===== src/rtl/simd_alu_pkg.sv =====
// Shared types for the lane-partitioned add/subtract unit.
package simd_alu_pkg;
    localparam int DATA_W  = 64;
    localparam int SLICE_W = 8;

    typedef enum logic [2:0] {
        OP_ADD    = 3'd0,
        OP_SUB    = 3'd1,
        OP_ADDSUB = 3'd2,
        OP_PASS   = 3'd3,
        OP_MOVE   = 3'd4,
        OP_AND    = 3'd5,
        OP_OR     = 3'd6,
        OP_XOR    = 3'd7
    } alu_op_e;

    typedef struct packed {
        logic z;
        logic n;
        logic c;
        logic v;
    } alu_flags_t;
endpackage


===== src/rtl/simd_lane_addsub.sv =====
// Lane-partitioned adder/subtractor built from byte slices.
// The carry restarts at every lane start. Per-lane carry and overflow are
// reported at the lane's top slice, and optional saturation is applied.
// Assumes lane width code lw selects 2**lw slices per lane, at most NS.
module simd_lane_addsub #(
    parameter int DW = 64,
    parameter int SW = 8,
    parameter int LWW = 2
) (
    input  logic [DW-1:0]    a,
    input  logic [DW-1:0]    b,
    input  logic             sub,
    input  logic             sat,
    input  logic [LWW-1:0]   lw,
    output logic [DW-1:0]    res,
    output logic [DW/SW-1:0] end_c,
    output logic [DW/SW-1:0] end_v
);
    localparam int NS = DW / SW;
    localparam logic [SW-1:0] TOP_MAX = {1'b0, {(SW-1){1'b1}}};
    localparam logic [SW-1:0] TOP_MIN = {1'b1, {(SW-1){1'b0}}};

    int            lb;
    logic [DW-1:0] raw;

    // slices per lane
    assign lb = 1 << lw;

    // ripple across slices, restarting the carry at each lane start
    always_comb begin
        logic          cy;
        logic [SW:0]   t;
        logic [SW-1:0] bx;
        raw   = '0;
        end_c = '0;
        end_v = '0;
        cy    = sub;
        t     = '0;
        for (int k = 0; k < NS; k++) begin
            if ((k & (lb - 1)) == 0) cy = sub;
            bx = b[k*SW +: SW] ^ {SW{sub}};
            t  = {1'b0, a[k*SW +: SW]} + {1'b0, bx} + {{SW{1'b0}}, cy};
            raw[k*SW +: SW] = t[SW-1:0];
            if ((k & (lb - 1)) == lb - 1) begin
                end_c[k] = t[SW];
                end_v[k] = (a[k*SW+SW-1] == bx[SW-1]) && (t[SW-1] != a[k*SW+SW-1]);
            end
            cy = t[SW];
        end
    end

    // replace overflowing lanes with their signed limit when saturating
    always_comb begin
        res = raw;
        for (int k = 0; k < NS; k++) begin
            int e;
            e = k | (lb - 1);
            if (sat && end_v[e]) begin
                if (a[e*SW+SW-1])
                    res[k*SW +: SW] = (k == e) ? TOP_MIN : '0;
                else
                    res[k*SW +: SW] = (k == e) ? TOP_MAX : '1;
            end
        end
    end
endmodule


===== src/rtl/simd_alu_flags.sv =====
// Condition flag extraction from the most significant active lane.
// Assumes the top lane spans SW << lw_eff bits ending at bit DW-1.
module simd_alu_flags
    import simd_alu_pkg::*;
#(
    parameter int DW = 64,
    parameter int SW = 8,
    parameter int LWW = 2
) (
    input  logic [DW-1:0]  val,
    input  logic [LWW-1:0] lw_eff,
    input  logic           arith,
    input  logic           top_c,
    input  logic           top_v,
    output alu_flags_t     flags
);
    logic [DW-1:0] hi_mask;

    // bits belonging to the top lane
    assign hi_mask = ~({DW{1'b1}} >> (SW << lw_eff));

    // flags: Z/N from the lane, C/V only for arithmetic
    always_comb begin
        flags.z = ((val & hi_mask) == '0);
        flags.n = val[DW-1];
        flags.c = arith & top_c;
        flags.v = arith & top_v;
    end
endmodule


===== src/rtl/simd_alu.sv =====
// Top of the lane-partitioned fixed-point unit.
// Inputs are sampled every cycle, and results and flags are registered.
// One slice adder serves ADD/SUB and the sum of ADDSUB. A second one, fixed
// to subtract, gives the ADDSUB difference.
module simd_alu
    import simd_alu_pkg::*;
(
    input  logic        clk,
    input  logic        rst_n,
    input  logic [2:0]  op_i,
    input  logic [1:0]  lane_i,
    input  logic        sat_i,
    input  logic [63:0] a_i,
    input  logic [63:0] b_i,
    output logic [63:0] res0_o,
    output logic [63:0] res1_o,
    output logic        flag_z_o,
    output logic        flag_n_o,
    output logic        flag_c_o,
    output logic        flag_v_o,
    output logic        flag_sv_o
);
    localparam int NS  = DATA_W / SLICE_W;
    localparam int LWW = 2;
    localparam logic [LWW-1:0] LW_LOGIC_MIN = 2'd2;

    alu_op_e         op;
    logic [63:0]     sum_res, dif_res, nxt_r0, nxt_r1, fsrc;
    logic [NS-1:0]   sum_c, sum_v, dif_c, dif_v;
    logic [LWW-1:0]  lw_eff;
    logic            arith, upd, ovf_any;
    logic            unused_dif_c;
    alu_flags_t      fl_nxt;

    assign op = alu_op_e'(op_i);
    assign unused_dif_c = ^dif_c;

    // primary lane adder: subtracts only for SUB
    simd_lane_addsub #(.DW(DATA_W), .SW(SLICE_W), .LWW(LWW)) u_sum (
        .a(a_i), .b(b_i), .sub(op == OP_SUB), .sat(sat_i), .lw(lane_i),
        .res(sum_res), .end_c(sum_c), .end_v(sum_v)
    );

    // secondary lane subtractor for the paired operation
    simd_lane_addsub #(.DW(DATA_W), .SW(SLICE_W), .LWW(LWW)) u_dif (
        .a(a_i), .b(b_i), .sub(1'b1), .sat(sat_i), .lw(lane_i),
        .res(dif_res), .end_c(dif_c), .end_v(dif_v)
    );

    // select results, flag source and flag update per operation
    always_comb begin
        nxt_r0 = a_i;
        nxt_r1 = '0;
        lw_eff = lane_i;
        arith  = 1'b0;
        upd    = 1'b1;
        unique case (op)
            OP_ADD, OP_SUB: begin
                nxt_r0 = sum_res;
                arith  = 1'b1;
            end
            OP_ADDSUB: begin
                nxt_r0 = sum_res;
                nxt_r1 = dif_res;
                arith  = 1'b1;
            end
            OP_PASS: ;
            OP_MOVE: upd = 1'b0;
            OP_AND: nxt_r0 = a_i & b_i;
            OP_OR:  nxt_r0 = a_i | b_i;
            OP_XOR: nxt_r0 = a_i ^ b_i;
            default: ;
        endcase
        if (op == OP_AND || op == OP_OR || op == OP_XOR)
            lw_eff = (lane_i < LW_LOGIC_MIN) ? LW_LOGIC_MIN : lane_i;
        fsrc = nxt_r0;
    end

    // any lane overflow of a produced arithmetic result
    assign ovf_any = arith && ((|sum_v) || (op == OP_ADDSUB && (|dif_v)));

    simd_alu_flags #(.DW(DATA_W), .SW(SLICE_W), .LWW(LWW)) u_flags (
        .val(fsrc), .lw_eff(lw_eff), .arith(arith),
        .top_c(sum_c[NS-1]), .top_v(sum_v[NS-1]), .flags(fl_nxt)
    );

    // result and flag registers with synchronous active-low reset
    always_ff @(posedge clk) begin
        if (!rst_n) begin
            res0_o    <= '0;
            res1_o    <= '0;
            flag_z_o  <= 1'b0;
            flag_n_o  <= 1'b0;
            flag_c_o  <= 1'b0;
            flag_v_o  <= 1'b0;
            flag_sv_o <= 1'b0;
        end else begin
            res0_o <= nxt_r0;
            res1_o <= nxt_r1;
            if (upd) begin
                flag_z_o <= fl_nxt.z;
                flag_n_o <= fl_nxt.n;
                flag_c_o <= fl_nxt.c;
                flag_v_o <= fl_nxt.v;
            end
            flag_sv_o <= flag_sv_o | ovf_any;
        end
    end
endmodule


===== config.mk =====
export PLATFORM = sky130hd
export DESIGN_NAME = simd_alu
export DESIGN_NICKNAME = d
export VERILOG_FILES = /design/src/rtl/simd_alu_pkg.sv /design/src/rtl/simd_lane_addsub.sv /design/src/rtl/simd_alu_flags.sv /design/src/rtl/simd_alu.sv
export SDC_FILE = /design/constraint.sdc
export NUM_CORES = 1
export LEC_CHECK = 0
export BUFFER_PORTS_ARGS = -buffer_cell sky130_fd_sc_hd__buf_2
export CELL_PAD_IN_SITES_DETAIL_PLACEMENT = 1
export CELL_PAD_IN_SITES_GLOBAL_PLACEMENT = 1
export CORE_MARGIN = 1.5
export CORE_UTILIZATION = 39
export DETAILED_ROUTE_END_ITERATION = 6
export HOLD_SLACK_MARGIN = 0.12
export PLACE_DENSITY_LB_ADDON = 0.1
export RECOVER_POWER = 100
export SETUP_SLACK_MARGIN = 0.3
export SLEW_MARGIN = 15
export SYNTH_ARGS = -nofsm -noshare
export SYNTH_HDL_FRONTEND = slang
export SYNTH_SLANG_ARGS = --single-unit

===== constraint.sdc =====
create_clock -name clk -period 21.3 [get_ports clk]
set_input_delay 5.325 -clock clk [delete_from_list [all_inputs] [get_ports clk]]
set_output_delay 5.325 -clock clk [all_outputs]
set_load 0.01 [all_outputs]

==> results of run 1 <==
==> layout by cell type, fill, tap and decap left out, types with 29 or more instances in the layout <==
cell and instances:
ha_1 240, a21oi_1 184, mux2i_1 52, o21ai_1 34, xnor2_1 139, o22ai_1 32, inv_1 178, dfxtp_1 133
buf_2 133, buf_4 216, nor2_1 233, clkbuf_1 138, nand2_1 90, o21bai_1 34, nor3_1 32, o21ai_0 106
and2_1 29
==> area by class of cell <==
type / instances / area share, %
timing repair buffer: 494 / 14.7
sequential: 133 / 13.4
tap: 525 / 3.30
clock inverter: 12 / 0.415
antenna: 1 / 0.0126
clock buffer: 20 / 2.19
multi-input combinational: 1635 / 62.6
inverter: 180 / 3.40
==> routing by layer <==
layer  track usage, %  routed length (um)  up-vias
li1                 -                   -     7950
met1             45.3               32200     8370
met2             52.9               31400      496
met3             4.60                3480      100
met4             10.3                1640        2
met5                0                  10        -
==> path summary, 6_finish.rpt <==
kind,end,depth (start not counted),slack (ns),from
hold / removal,flag_c_o,2,0.50,flag_c_o
hold reg to reg,flag_c_o,2,0.50,flag_c_o
setup / recovery,flag_z_o,81,0.79,op_i[0]
setup reg to reg,flag_sv_o,4,20.25,flag_sv_o
==> worst min-delay path, delay by kind of cell, from the launching register on <==
family,cells,cell delay (ns)
AND/OR/NAND/NOR,1,0.06
AO/OA/AOI/OAI,1,0.05
flip-flops,1,0.34
==> kinds of logic (layout without fill, tap and decap cells) <==
family                     Yosys count  in the layout
adders and majority gates          271            271
and+or+nand+nor                    520            520
other                                0              1
DFF                                133            133
buffers and inverters              274            706
AOI/OAI and AO/OA                  630            630
xor gates and xnor gates           157            157
muxes                               57             57
==> sequential cells by signal (all words and copies together) (netlist names) <==
name / cells
flag_z_o: 1
res1_o: 64
flag_v_o: 1
flag_n_o: 1
res0_o: 64
flag_c_o: 1
flag_sv_o: 1
==> timing repair <==
action / in CTS / in global routing
resized for setup: 21 / 122
setup endpoints to repair: 4 / 113
hold buffers: 0 / 0
buffers inserted: 3 / 24
pin swaps: 4 / 34
==> synthesized netlist by cell type, drive strengths merged (35+ instances only) <==
cell,n
inv,179
xnor2,140
ha,241
o21bai,35
dfxtp,133
mux2i,52
nor2,255
clkbuf,77
o21ai,147
nand2,91
nor3,37
a21oi,208
==> power groups by stage <==
stage / sequential (mW) / combinational [mW] / clock (mW)
after CTS: 0.273 / 0.553 / 0.283
after global routing: 0.275 / 0.632 / 0.290
final: 0.273 / 0.581 / 0.278
after detailed placement: 0.278 / 0.544 / 0
after global placement: 0.278 / 0.532 / 0
after floorplan: 0.288 / 0.315 / 0
==> results.toml, run 1 <==
[status]
run_status = "finished clean"

[logic_synthesis]
synth_xor_area_share_pct = 8.80
muxShareOfSynthArea_pct = 3.69
ys_seq_area_share_pct = 17.0
yosys-top-cells-area = "ha_1 19%, dfxtp_1 17%, xnor2_1 7.8%, a21oi_1 6.7%, nor2_1 6.1%"
synth_nets = 2449
synth-simple-area-share_pct = 15.1
ys_ff_latch = 133
synth_top_family_by_area = "compound AO/OA/AOI/OAI gates"
synth_edf_count = 0
ys.flop_type = "dfxtp_1"
synth.distinct_cells = 85
synth_top_cell_by_area = "ha_1"
synth_cells = 2042
synth_top_area_share_pct = 19.3
synth-compound-area-share_pct = 25.6
ys_async_sr_fraction_pct = 0
synth_area_mm2 = 0.0156
synthAdderAreaFrac_pct = 23.1
ys_warn_count = 0
syn_avg_cell_area_um2 = 7.65

[worst_setup_path]
cpMostUsedCell = "a21oi_2"
crit_buf_inv = 4
critPathKind = "primary input to flop"
crit_slowest_cell = "or4_4"
required_ns = 21.71
worstPathArrival_ns = 20.93
startpoint_type = "primary input"
cp-end-kind = "flop"
crit_fanout = 5
slowest_delay_ns = 0.57
cpLargestDelayFamily = "compound AO/OA/AOI/OAI gates"

[clocking]
cts_root_buffer = "clkbuf_16"
clock_sinks = 133
clkLatencyLatePin_ns = 0.47
tritoncts = "built"
cts.path.max_buffers = 2
h-tree-depth = 4
clk_pin_slew_ns = 0.07
cts-buffers-inserted = 17

[sta]
setup_viol = 0
worstMarginPinSlew_ns = 0.962
slew_viol_final = 0
fin_crit_ns = 20.51
hold_ws_ns = 0.498
skew_ns = 0
finalHoldViolations = 0
post-route-period-util_pct = 96.3
worst_slack_ns = 0.788
max_freq_mhz = 48.8
finalSetupTns_ns = 0
slew_headroom_pct = 35.3
rsz0062_at_grt = "yes"

[detailed_routing]
wl_um = 68700
drt_iter0_markers = 1116
viasPerCell = 5.64
ant_nets = 0
wire_per_inst_um = 22.9
vias = 16900
remaining_drc_errors = 0
drtPass1Iterations = 7

[power_and_ir_drop]
seqPwrFrac_pct = 24.1
p_leak_nw = 9.11
p_switching_mw = 0.473
switching_share_pct = 41.8
power.total_mw = 1.13
p_comb_share_pct = 51.3
p_int_mw = 0.660
ir_worst_vdd_v = 0.0000660
powerDensity_mw_per_mm2 = 56.9
clkPwrFrac_pct = 24.6

[floorplan]
initial_core_util_pct = 39.4
die_area_mm2 = 0.0413
die_x_um = 203
rows = 73
die_h_um = 203
ios = 269
core_region_area_mm2 = 0.0396

[global_routing]
gr-total-overflow = 0
grt_pass1_vias = 17400
grt_max_degree = 56
gr-usage-all-layers_pct = 32.9
antenna_found_initial = 2
grt_pass1_wl_um = 104000

[cells_and_area]
fin_area_mm2 = 0.0199
fillers = 5031
multi_input_comb_area_mm2 = 0.0125
final_core_util_pct = 50.2
final_nets = 2868
regArea_mm2 = 0.00266
syn2layout_area_growth_pct = 27.4
layout.cells.non_filler = 3000
drive_gt1_share_pct = 21.7

[placement]
io_buffers = 268
place.detailed.hpwl_um = 52300
gp_congestion = 0.943
place_ws_ns = -0.982
place_inst = 2940
placed_area_mm2 = 0.0189

[flow_run]
drv_cap = 0

[worst_hold_path]
hold_path_class = "flop to flop"
Note: power is estimated with default switching activity, not from simulation.
==> run 2: changes to the inputs <==
--- a/config.mk
+++ b/config.mk
@@ -5,8 +5,10 @@
 export SDC_FILE = /design/constraint.sdc
 export NUM_CORES = 1
 export LEC_CHECK = 0
+export ABC_AREA = 0
 export BUFFER_PORTS_ARGS = -buffer_cell sky130_fd_sc_hd__buf_2
-export CELL_PAD_IN_SITES_DETAIL_PLACEMENT = 1
+export CAP_MARGIN = 20
+export CELL_PAD_IN_SITES_DETAIL_PLACEMENT = 0
 export CELL_PAD_IN_SITES_GLOBAL_PLACEMENT = 1
 export CORE_MARGIN = 1.5
 export CORE_UTILIZATION = 39
==> run 2 against run 1 <==
Effect of this change:
- global-route usage fell by 2.2 points
- non-clock buffer count shrank 21
- utilization is 0.41 points lower
- setup slack gained 0.088 ns
- final area is 0.81% lower
- combinational power shrank 4.0%
- die area unchanged
- count of clock-buffer cells in the layout is 1 lower
- register-to-register slack lost 0.04 ns
- critical path depth decreased by 1
- cell count is 0.73% lower
- critical path type unchanged
- critical endpoint unchanged
- largest cell class unchanged
- highest routed layer is now met4
==> results.toml, run 2 (synthesis gave the netlist of run 1 again) <==
[global_routing]
gr-usage-all-layers_pct = 30.7
use_met3_pct = 5.54
grt_max_degree = 56
grt_use_met2_pct = 48.3
gr-total-overflow = 0
grt_util_met1_pct = 42.6
grt_pass1_wl_um = 96000
grt_pass1_vias = 15900
busiest_layer = "met2"
antenna_found_initial = 1

[clocking]
clk_pin_slew_ns = 0.07
clock_sinks = 133
cts.path.max_buffers = 2
cts-buffers-inserted = 17
h-tree-depth = 4
cts_hold_repair.buffers = 0
clkLatencyLatePin_ns = 0.46
tritoncts = "built"
cts_root_buffer = "clkbuf_16"

[sta]
max_freq_mhz = 49.0
skew_ns = 0
hold_ws_ns = 0.497
finalHoldViolations = 0
post-route-period-util_pct = 95.9
slew_headroom_pct = 31.9
setup_viol = 0
rsz0062_at_grt = "yes"
slew_viol_final = 0
worstMarginPinSlew_ns = 1.01
finalSetupTns_ns = 0
worst_slack_ns = 0.876
fin_crit_ns = 20.42

[worst_setup_path]
slowest_delay_ns = 0.46
required_ns = 21.71
crit_fanout = 7
critPathKind = "primary input to flop"
worstPathArrival_ns = 20.83
cp-end-kind = "flop"
startpoint_type = "primary input"
crit_slowest_cell = "fa_2"

[cells_and_area]
drive_gt1_share_pct = 20.3
syn2layout_area_growth_pct = 26.4
top_regs = "res0_o x64, res1_o x64"
final_common_cell = "nor2_1"
final_cell_mix = "247 x nor2_1, 240 x ha_1, 193 x buf_4"
final_nets = 2847

[power_and_ir_drop]
p_leak_nw = 9.01
powerDensity_mw_per_mm2 = 57.5
power.total_mw = 1.14
ir_worst_vdd_v = 0.0000603

[floorplan]
ios = 269
die_h_um = 203
die_area_mm2 = 0.0413
initial_core_util_pct = 39.4
rows = 73
die_x_um = 203
core_region_area_mm2 = 0.0396

[placement]
place.detailed.hpwl_um = 48500
place_ws_ns = -0.788
io_buffers = 268
gp_congestion = 0.943

[detailed_routing]
wl_um = 63500
drtPass1Iterations = 6
wire_per_inst_um = 21.3
vias = 16400
drt_iter0_markers = 1180
remaining_drc_errors = 0
viasPerCell = 5.50
ant_nets = 0

[flow_run]
drv_cap = 0

[status]
run_status = "finished clean"

[worst_hold_path]
hold_path_class = "flop to flop"
-- run 2: cell types whose count changed in the layout (fill, tap and decap cells not counted), sizes merged --
cell and change:
clkbuf +2, buf -24, clkinv -3, bufinv +2, inv +1
-- run 2: final timing paths --
check / slack (ns) / depth (start not counted) / to / start
min reg2reg: 0.50 / 2 / flag_c_o / flag_c_o
min: 0.50 / 2 / flag_c_o / flag_c_o
max reg2reg: 20.21 / 4 / flag_sv_o / flag_sv_o
max: 0.88 / 80 / flag_z_o / op_i[0]
-- run 2: power breakdown --
group          internal (mW)  switching (mW)
combinational          0.237           0.321
clock                  0.177           0.126
sequential             0.268         0.00573
-- run 2: area by class of cell --
class,instances,area [um^2]
diodes,1,2.50
fillers,4155,19900
repair buffers,473,2760
clock buffers,19,453
multi-input cells,1635,12400
well taps,525,657
clock inverters,12,129
inverters,180,678
flip-flops and latches,133,2660
-- run 2: timing repair --
item,4_1_cts,5_1_grt
pin swaps,3,46
gates resized for setup,12,105
setup endpoints to repair,1,122
setup buffers,1,5
-- run 2: worst max-delay path, delay by kind of cell --
family / cells / cell delay [ns]
simple gates: 12 / 1.20
compound gates: 50 / 8.50
fa+ha+maj: 14 / 5.17
buf+inv: 4 / 0.63
-- run 2: per-stage QoR --
stage                     utilization [%]  cells  instance area (um^2)
after floorplan                         -   2042                 15700
after global placement               47.6   2940                 18900
after detailed placement             47.6   2940                 18900
after CTS                            49.2   2972                 19500
after global routing                 49.8   2978                 19700
final                                49.8   2978                 19700
-- run 2: routing by layer --
metal | vias up | part of all wire (%)
met4 | 0 | 1.8
met3 | 64 | 6.4
li1 | 7923 | -
met2 | 545 | 44
met1 | 7834 | 48
met5 | - | 0
